[src/rtl/fsel_pkg.sv]
package fsel_pkg;

    // Where an access finally lands after redirection
    typedef enum logic [1:0] {
        TGT_FILE = 2'd0,
        TGT_PTR  = 2'd1,
        TGT_NONE = 2'd2
    } tgt_e;

endpackage

[src/rtl/fsel_decode.sv]
module fsel_decode
    import fsel_pkg::*;
#(
    parameter int PTR_W    = 8,
    parameter bit USE_BANK = 1'b1,
    parameter int PTR_ADDR = 4,
    localparam int EA_W    = PTR_W + 1
) (
    input  logic [PTR_W-1:0] acc_addr,
    input  logic [PTR_W-1:0] ptr_q,
    input  logic             bank_sel,
    output tgt_e             tgt_kind,
    output logic [EA_W-1:0]  eff_addr
);

    localparam logic [PTR_W-1:0] PHANTOM = '0;
    localparam logic [PTR_W-1:0] PTR_LOC = PTR_W'(PTR_ADDR);

    logic             is_ind;
    logic [PTR_W-1:0] tgt_addr;
    logic             bank_bit;

    always_comb begin
        is_ind   = (acc_addr == PHANTOM);
        tgt_addr = is_ind ? ptr_q : acc_addr;
        bank_bit = bank_sel & USE_BANK;

        if (is_ind) begin
            eff_addr = {bank_bit, ptr_q};
        end else begin
            eff_addr = {1'b0, acc_addr};
        end

        // Pointer register is mirrored in every bank; the phantom slot has no storage
        if (tgt_addr == PHANTOM) begin
            tgt_kind = TGT_NONE;
        end else if (tgt_addr == PTR_LOC) begin
            tgt_kind = TGT_PTR;
        end else begin
            tgt_kind = TGT_FILE;
        end
    end

endmodule

[src/rtl/fsel_ptr_reg.sv]
module fsel_ptr_reg #(
    parameter int PTR_W = 8
) (
    input  logic             clk,
    input  logic             rst_n,
    input  logic             wr_en,
    input  logic [PTR_W-1:0] wr_data,
    output logic [PTR_W-1:0] ptr_q
);

    typedef struct packed {
        logic [PTR_W-1:0] ptr;
    } ptr_state_t;

    ptr_state_t st_d, st_q;

    always_comb begin
        st_d = st_q;
        if (wr_en) begin
            st_d.ptr = wr_data;
        end
    end

    always_ff @(posedge clk or negedge rst_n) begin
        if (!rst_n) begin
            st_q <= '0;
        end else begin
            st_q <= st_d;
        end
    end

    assign ptr_q = st_q.ptr;

endmodule

[src/rtl/fsel_indirect_port.sv]
module fsel_indirect_port
    import fsel_pkg::*;
#(
    parameter int PTR_W    = 8,
    parameter bit USE_BANK = 1'b1,
    parameter int PTR_ADDR = 4,
    localparam int EA_W    = PTR_W + 1
) (
    input  logic             clk,
    input  logic             rst_n,
    input  logic [PTR_W-1:0] acc_addr,
    input  logic             acc_rd,
    input  logic             acc_wr,
    input  logic [PTR_W-1:0] acc_wdata,
    input  logic             bank_sel,
    input  logic [PTR_W-1:0] file_rdata,
    output logic [EA_W-1:0]  eff_addr,
    output logic             file_we,
    output logic [PTR_W-1:0] file_wdata,
    output logic [PTR_W-1:0] rd_data
);

    tgt_e             tgt_kind;
    logic [PTR_W-1:0] ptr_q;
    logic             ptr_wr;

    fsel_decode #(
        .PTR_W    (PTR_W),
        .USE_BANK (USE_BANK),
        .PTR_ADDR (PTR_ADDR)
    ) decode_i (
        .acc_addr (acc_addr),
        .ptr_q    (ptr_q),
        .bank_sel (bank_sel),
        .tgt_kind (tgt_kind),
        .eff_addr (eff_addr)
    );

    fsel_ptr_reg #(
        .PTR_W (PTR_W)
    ) ptr_i (
        .clk     (clk),
        .rst_n   (rst_n),
        .wr_en   (ptr_wr),
        .wr_data (acc_wdata),
        .ptr_q   (ptr_q)
    );

    always_comb begin
        ptr_wr     = acc_wr && (tgt_kind == TGT_PTR);
        file_we    = acc_wr && (tgt_kind == TGT_FILE);
        file_wdata = acc_wdata;
        rd_data    = '0;
        if (acc_rd) begin
            unique case (tgt_kind)
                TGT_FILE: rd_data = file_rdata;
                TGT_PTR:  rd_data = ptr_q;
                default:  rd_data = '0;
            endcase
        end
    end

endmodule

[config.mk]
export PLATFORM = sky130hd
export DESIGN_NAME = fsel_indirect_port
export DESIGN_NICKNAME = d
export VERILOG_FILES = /design/src/rtl/fsel_pkg.sv /design/src/rtl/fsel_decode.sv /design/src/rtl/fsel_ptr_reg.sv /design/src/rtl/fsel_indirect_port.sv
export SDC_FILE = /design/constraint.sdc
export NUM_CORES = 1
export LEC_CHECK = 0
export ABC_AREA = 1
export BUFFER_PORTS_ARGS = -buffer_cell sky130_fd_sc_hd__buf_4
export CAP_MARGIN = 20
export CORE_MARGIN = 2
export CORE_UTILIZATION = 40
export CTS_BUF_LIST = sky130_fd_sc_hd__clkbuf_16
export DETAILED_ROUTE_END_ITERATION = 8
export PLACE_DENSITY = 0.9
export SETUP_SLACK_MARGIN = 0.4
export SLEW_MARGIN = 10
export SYNTH_ARGS = -nofsm -noshare
export SYNTH_HDL_FRONTEND = slang
export SYNTH_SLANG_ARGS = --single-unit
[constraint.sdc]
create_clock -name clk -period 1.9 [get_ports clk]
set_clock_uncertainty 0.1 [all_clocks]
set_input_delay 0 -clock clk [delete_from_list [all_inputs] [get_ports clk]]
set_output_delay 0 -clock clk [all_outputs]
set_load 0.1 [all_outputs]
==> metrics.txt, run 1 <==
num rows 16; Unique masters post-synth 17; worst_ep grt rd_data[3]; clock sinks 8; dpl hpwl 1995 um; Mapped Cells roughly 110; syn nets around 140; I/O Pins 55; Failed at global routing; CTS Buf Count 3; I/O Buffers 54; Max clock buf depth 2; status aborted with a tool error; register area share after synthesis 0.2528; yosys synthesis warning count 0; Mapped Area 792.0 um2; die width 48.50 um; Yosys reg bits 8; gp weighted congestion 0.7925; H-tree Lvls 1; die height around 48 um; Worst EP kind output port; Initial Util 0.4121; Root Buffer clkbuf_16; largest net degree at the start of global routing 12; stop err [ERROR DPL-0038] Utilization greater than 100%, impossible to legalize; synthesized area per cell 7.472 um2; pre-CTS setup slack ~0.036 ns
[stage by stage]
step	instance area, um2	std cells	hold slack (ns)
4_1_cts	1863	212	0.01763
3_5_place_dp	1299	178	-0.2770
3_3_place_gp	1299	178	-0.2811
2_1_floorplan	934.6	106	-0.3956
[synth_stat cells]
cell type,n,area (um2)
nand3_1,16,80.08
nor2_4,1,11.26
inv_2,1,3.750
nor2_1,6,22.52
a21oi_1,14,70.07
buf_4,8,60.06
nor2_8,3,60.06
o21ai_2,8,70.07
inv_1,10,37.54
nand2_2,5,31.28
buf_6,1,11.26
dfrtp_1,8,200.2
nand2_8,1,20.02
a21oi_2,1,8.760
nand2_1,20,75.07
nor3b_1,1,7.510
nand2_4,2,22.52
[cells by family after synthesis]
family / count (synthesis) / share of synthesized area
AND/OR/NAND/NOR: 55 / 0.4171
AO/OA/AOI/OAI: 23 / 0.1880
buffers and inverters: 20 / 0.1422
flip-flops: 8 / 0.2528
[repair_timing]
item | in CTS
setup buffers | 19
pin swaps | 20
endpoints found under the setup margin | 17
gates cloned | 3
hold buffers | 9
gates resized for setup | 50
hold endpoints to repair | 16
==> inputs of run 2 (changes only) <==
- CORE_AREA: unset -> 2 2 63 65
- CORE_MARGIN: 2 -> unset
- CORE_UTILIZATION: 40 -> unset
- CTS_BUF_LIST: sky130_fd_sc_hd__clkbuf_16 -> unset
- DIE_AREA: unset -> 0 0 65 67
- PLACE_DENSITY: 0.9 -> unset
- PLACE_DENSITY_LB_ADDON: unset -> 0.15
- SETUP_SLACK_MARGIN: 0.4 -> unset
==> metrics.txt, run 2 <==
Pleak 0.0008470 uW; drt pass-1 iters 4; Clock Latency Late Sink 0.23 ns; GRT busiest layer met2; H-tree Lvls 1 (unchanged); Yosys top cell area share 0.2528 (unchanged); initial antenna violation count 0; Crit path required time 1.80 ns; Crit path arrival time 1.73 ns; Layout Utilization 0.4577; die width 65 um (+34%); syn nets 135 (unchanged); final WL 2569 um; drc violations 0; Mapped Area 792.0 um2 (unchanged); register area share after synthesis 0.2528 (unchanged); Area Overhead vs Synth 108.4%; number of synthesized flops with an enable pin 0 (unchanged); maxcap violations 0; synthesized area per cell 7.472 um2 (unchanged); Initial DRC Count 26; max reg flops 8; M1 GR Usage 0.1460; top cell type by total area after synthesis dfrtp_1; period utilization 0.9607; Max clock buf depth 2 (unchanged); final instance area 1650 um2; status finished, final reports clean; kind of critical path register to primary output; clock slew at reported path FFs roughly 0.04 ns; # setup viols final 0; post-route setup slack 0.07461 ns; crit path time final 1.825 ns; GRT overflow 0; I/O Pins 55 (unchanged); Top FF cell, synth dfrtp_1; FFs w/ async S/R, synth 1.000 (unchanged); global-route usage over all layers 0.1181; Routed WL per cell ~12 um; largest net degree at the start of global routing 19; Yosys reg bits 8 (unchanged); unrepaired setup endpoints after global routing true; Mapped Cells 106 (unchanged); Initial Util 0.2196 (-0.1925); DP Area 1281 um2 (-1.3%); Fillers 349; M2 GR Usage 0.2088; most common cell after layout, fill and taps aside buf_4; total power 830.4 uW; clock sinks 8 (unchanged); Nets ~200; Root Buffer clkbuf_8; Multi-input gate area 674.4 um2; CTS tree built; core area 3606 um2; pre-CTS setup slack 0.1281 ns (+0.09243 ns); Worst Max-Slew Pin Slew 0.6346 ns; Unique masters post-synth 17 (unchanged); Max Fclk 547.8 MHz; top post-synthesis cells by area dfrtp_1 25%, nand3_1 10%, nand2_1 9.5%, a21oi_1 8.8%, o21ai_2 8.8%; CTS Buf Count 3 (unchanged); yosys synthesis warning count 0 (unchanged); global-route wire length before repair slightly above 4000 um; startpoint types register; I/O Buffers 54 (unchanged); Critical Path Sink Type primary output; via count 942; Power Dens Cells 503.1 nW/um2; Post-synth top cells 20 x nand2_1, 16 x nand3_1, 14 x a21oi_1; vias per inst 4.282; register area 200.2 um2; gp weighted congestion 0.7572 (-4.5%); count leader, synth nand2_1; Slew Viols, Final 0; die height 67 um (+38%); Slew Limit Headroom 0.5765; GRT met3 Usage 0.01182; crit path max fanout 5; Final ANT Viol Nets 0; die area 4355 um2; Max VDD drop ~0.35 mV; Fin. Hold Viols 0; layout cells sized above 1 0.6512; num rows 22 (+6); dpl hpwl 1930 um (-3.2%); vias in the first global route 928; # diodes 0; Tightest Hold Check Type input pin to asynchronous set/reset pin; most frequent cells in the layout 51 x buf_4, 19 x nand2_1, 10 x inv_1
## run 2: worst max-delay path, stage by stage, from the launching register on
cell and delay (ns):
dfrtp_1 0.41, a21oi_2 0.19, nand2_2 0.14, nor2_8 0.21, nand3_1 0.15, a21oi_4 0.20, buf_12 0.19
## run 2: cell families (layout without fill, tap and decap cells)
group,count (synthesis),in the layout,share of synthesized area
DFF,8,8,0.2528
AOI/OAI and AO/OA,23,23,0.1880
buffers and inverters,20,84,0.1422
and+or+nand+nor,55,57,0.4171
## run 2: cell type report
cell class,count,share of cell area
clock buffer,3,0.02502
inverter,11,0.02502
multi-input combinational,80,0.4086
sequential,8,0.1213
tap,48,0.03639
timing repair buffer,70,0.3836
## run 2: final timing paths
kind                            cells past startpoint  slack (ns)                         end                        from
worst min-delay path                                2        0.02  ptr_i.ptr_q[7]$_DFFE_PN0P_                       rst_n
worst max register to register                      8        0.17  ptr_i.ptr_q[0]$_DFFE_PN0P_  ptr_i.ptr_q[5]$_DFFE_PN0P_
min in group clk                                    4        0.12  ptr_i.ptr_q[7]$_DFFE_PN0P_                      acc_wr
max in group asynchronous                           2        1.55  ptr_i.ptr_q[3]$_DFFE_PN0P_                       rst_n
worst max-delay path                                6        0.07                  rd_data[1]  ptr_i.ptr_q[5]$_DFFE_PN0P_
worst min register to register                      2        0.44  ptr_i.ptr_q[7]$_DFFE_PN0P_  ptr_i.ptr_q[7]$_DFFE_PN0P_
## run 2: layer usage
layer | share of wire | wire length, um | up-vias
li1 | - | - | 478
met1 | 0.41 | 1051 | 421
met2 | 0.51 | 1311 | 39
met3 | 0.067 | 173 | 4
met4 | 0.012 | 32 | 0
met5 | 0 | 0 | -
## run 2: per-stage QoR
stage / TNS [ns] / hold slack, ns / std cells
finish: 0 / 0.02455 / 220
global route: -0.09702 / 0.03756 / 220
CTS: 0 / 0.02265 / 212
detailed placement: 0 / -0.2753 / 199
global placement: 0 / -0.2755 / 199
floorplan: -0.3598 / -0.3956 / 106
## run 2: what timing repair did
| item | CTS | global route |
|---|---|---|
| gates resized for setup | 13 | 22 |
| setup buffers | 0 | 7 |
| hold buffers | 9 | 0 |
| gates cloned | 1 | 1 |
| hold endpoints to repair | 16 | 0 |
| pin swaps | 2 | 6 |
| setup endpoints to repair | 8 | 9 |
## run 2: where the power goes
| group | switching [uW] | internal, uW |
|---|---|---|
| Sequential | 11.3 | 179 |
| Combinational | 302 | 137 |
| Clock | 63.5 | 137 |
| Total | 377 | 453 |
(Power assumes the default switching activity.)
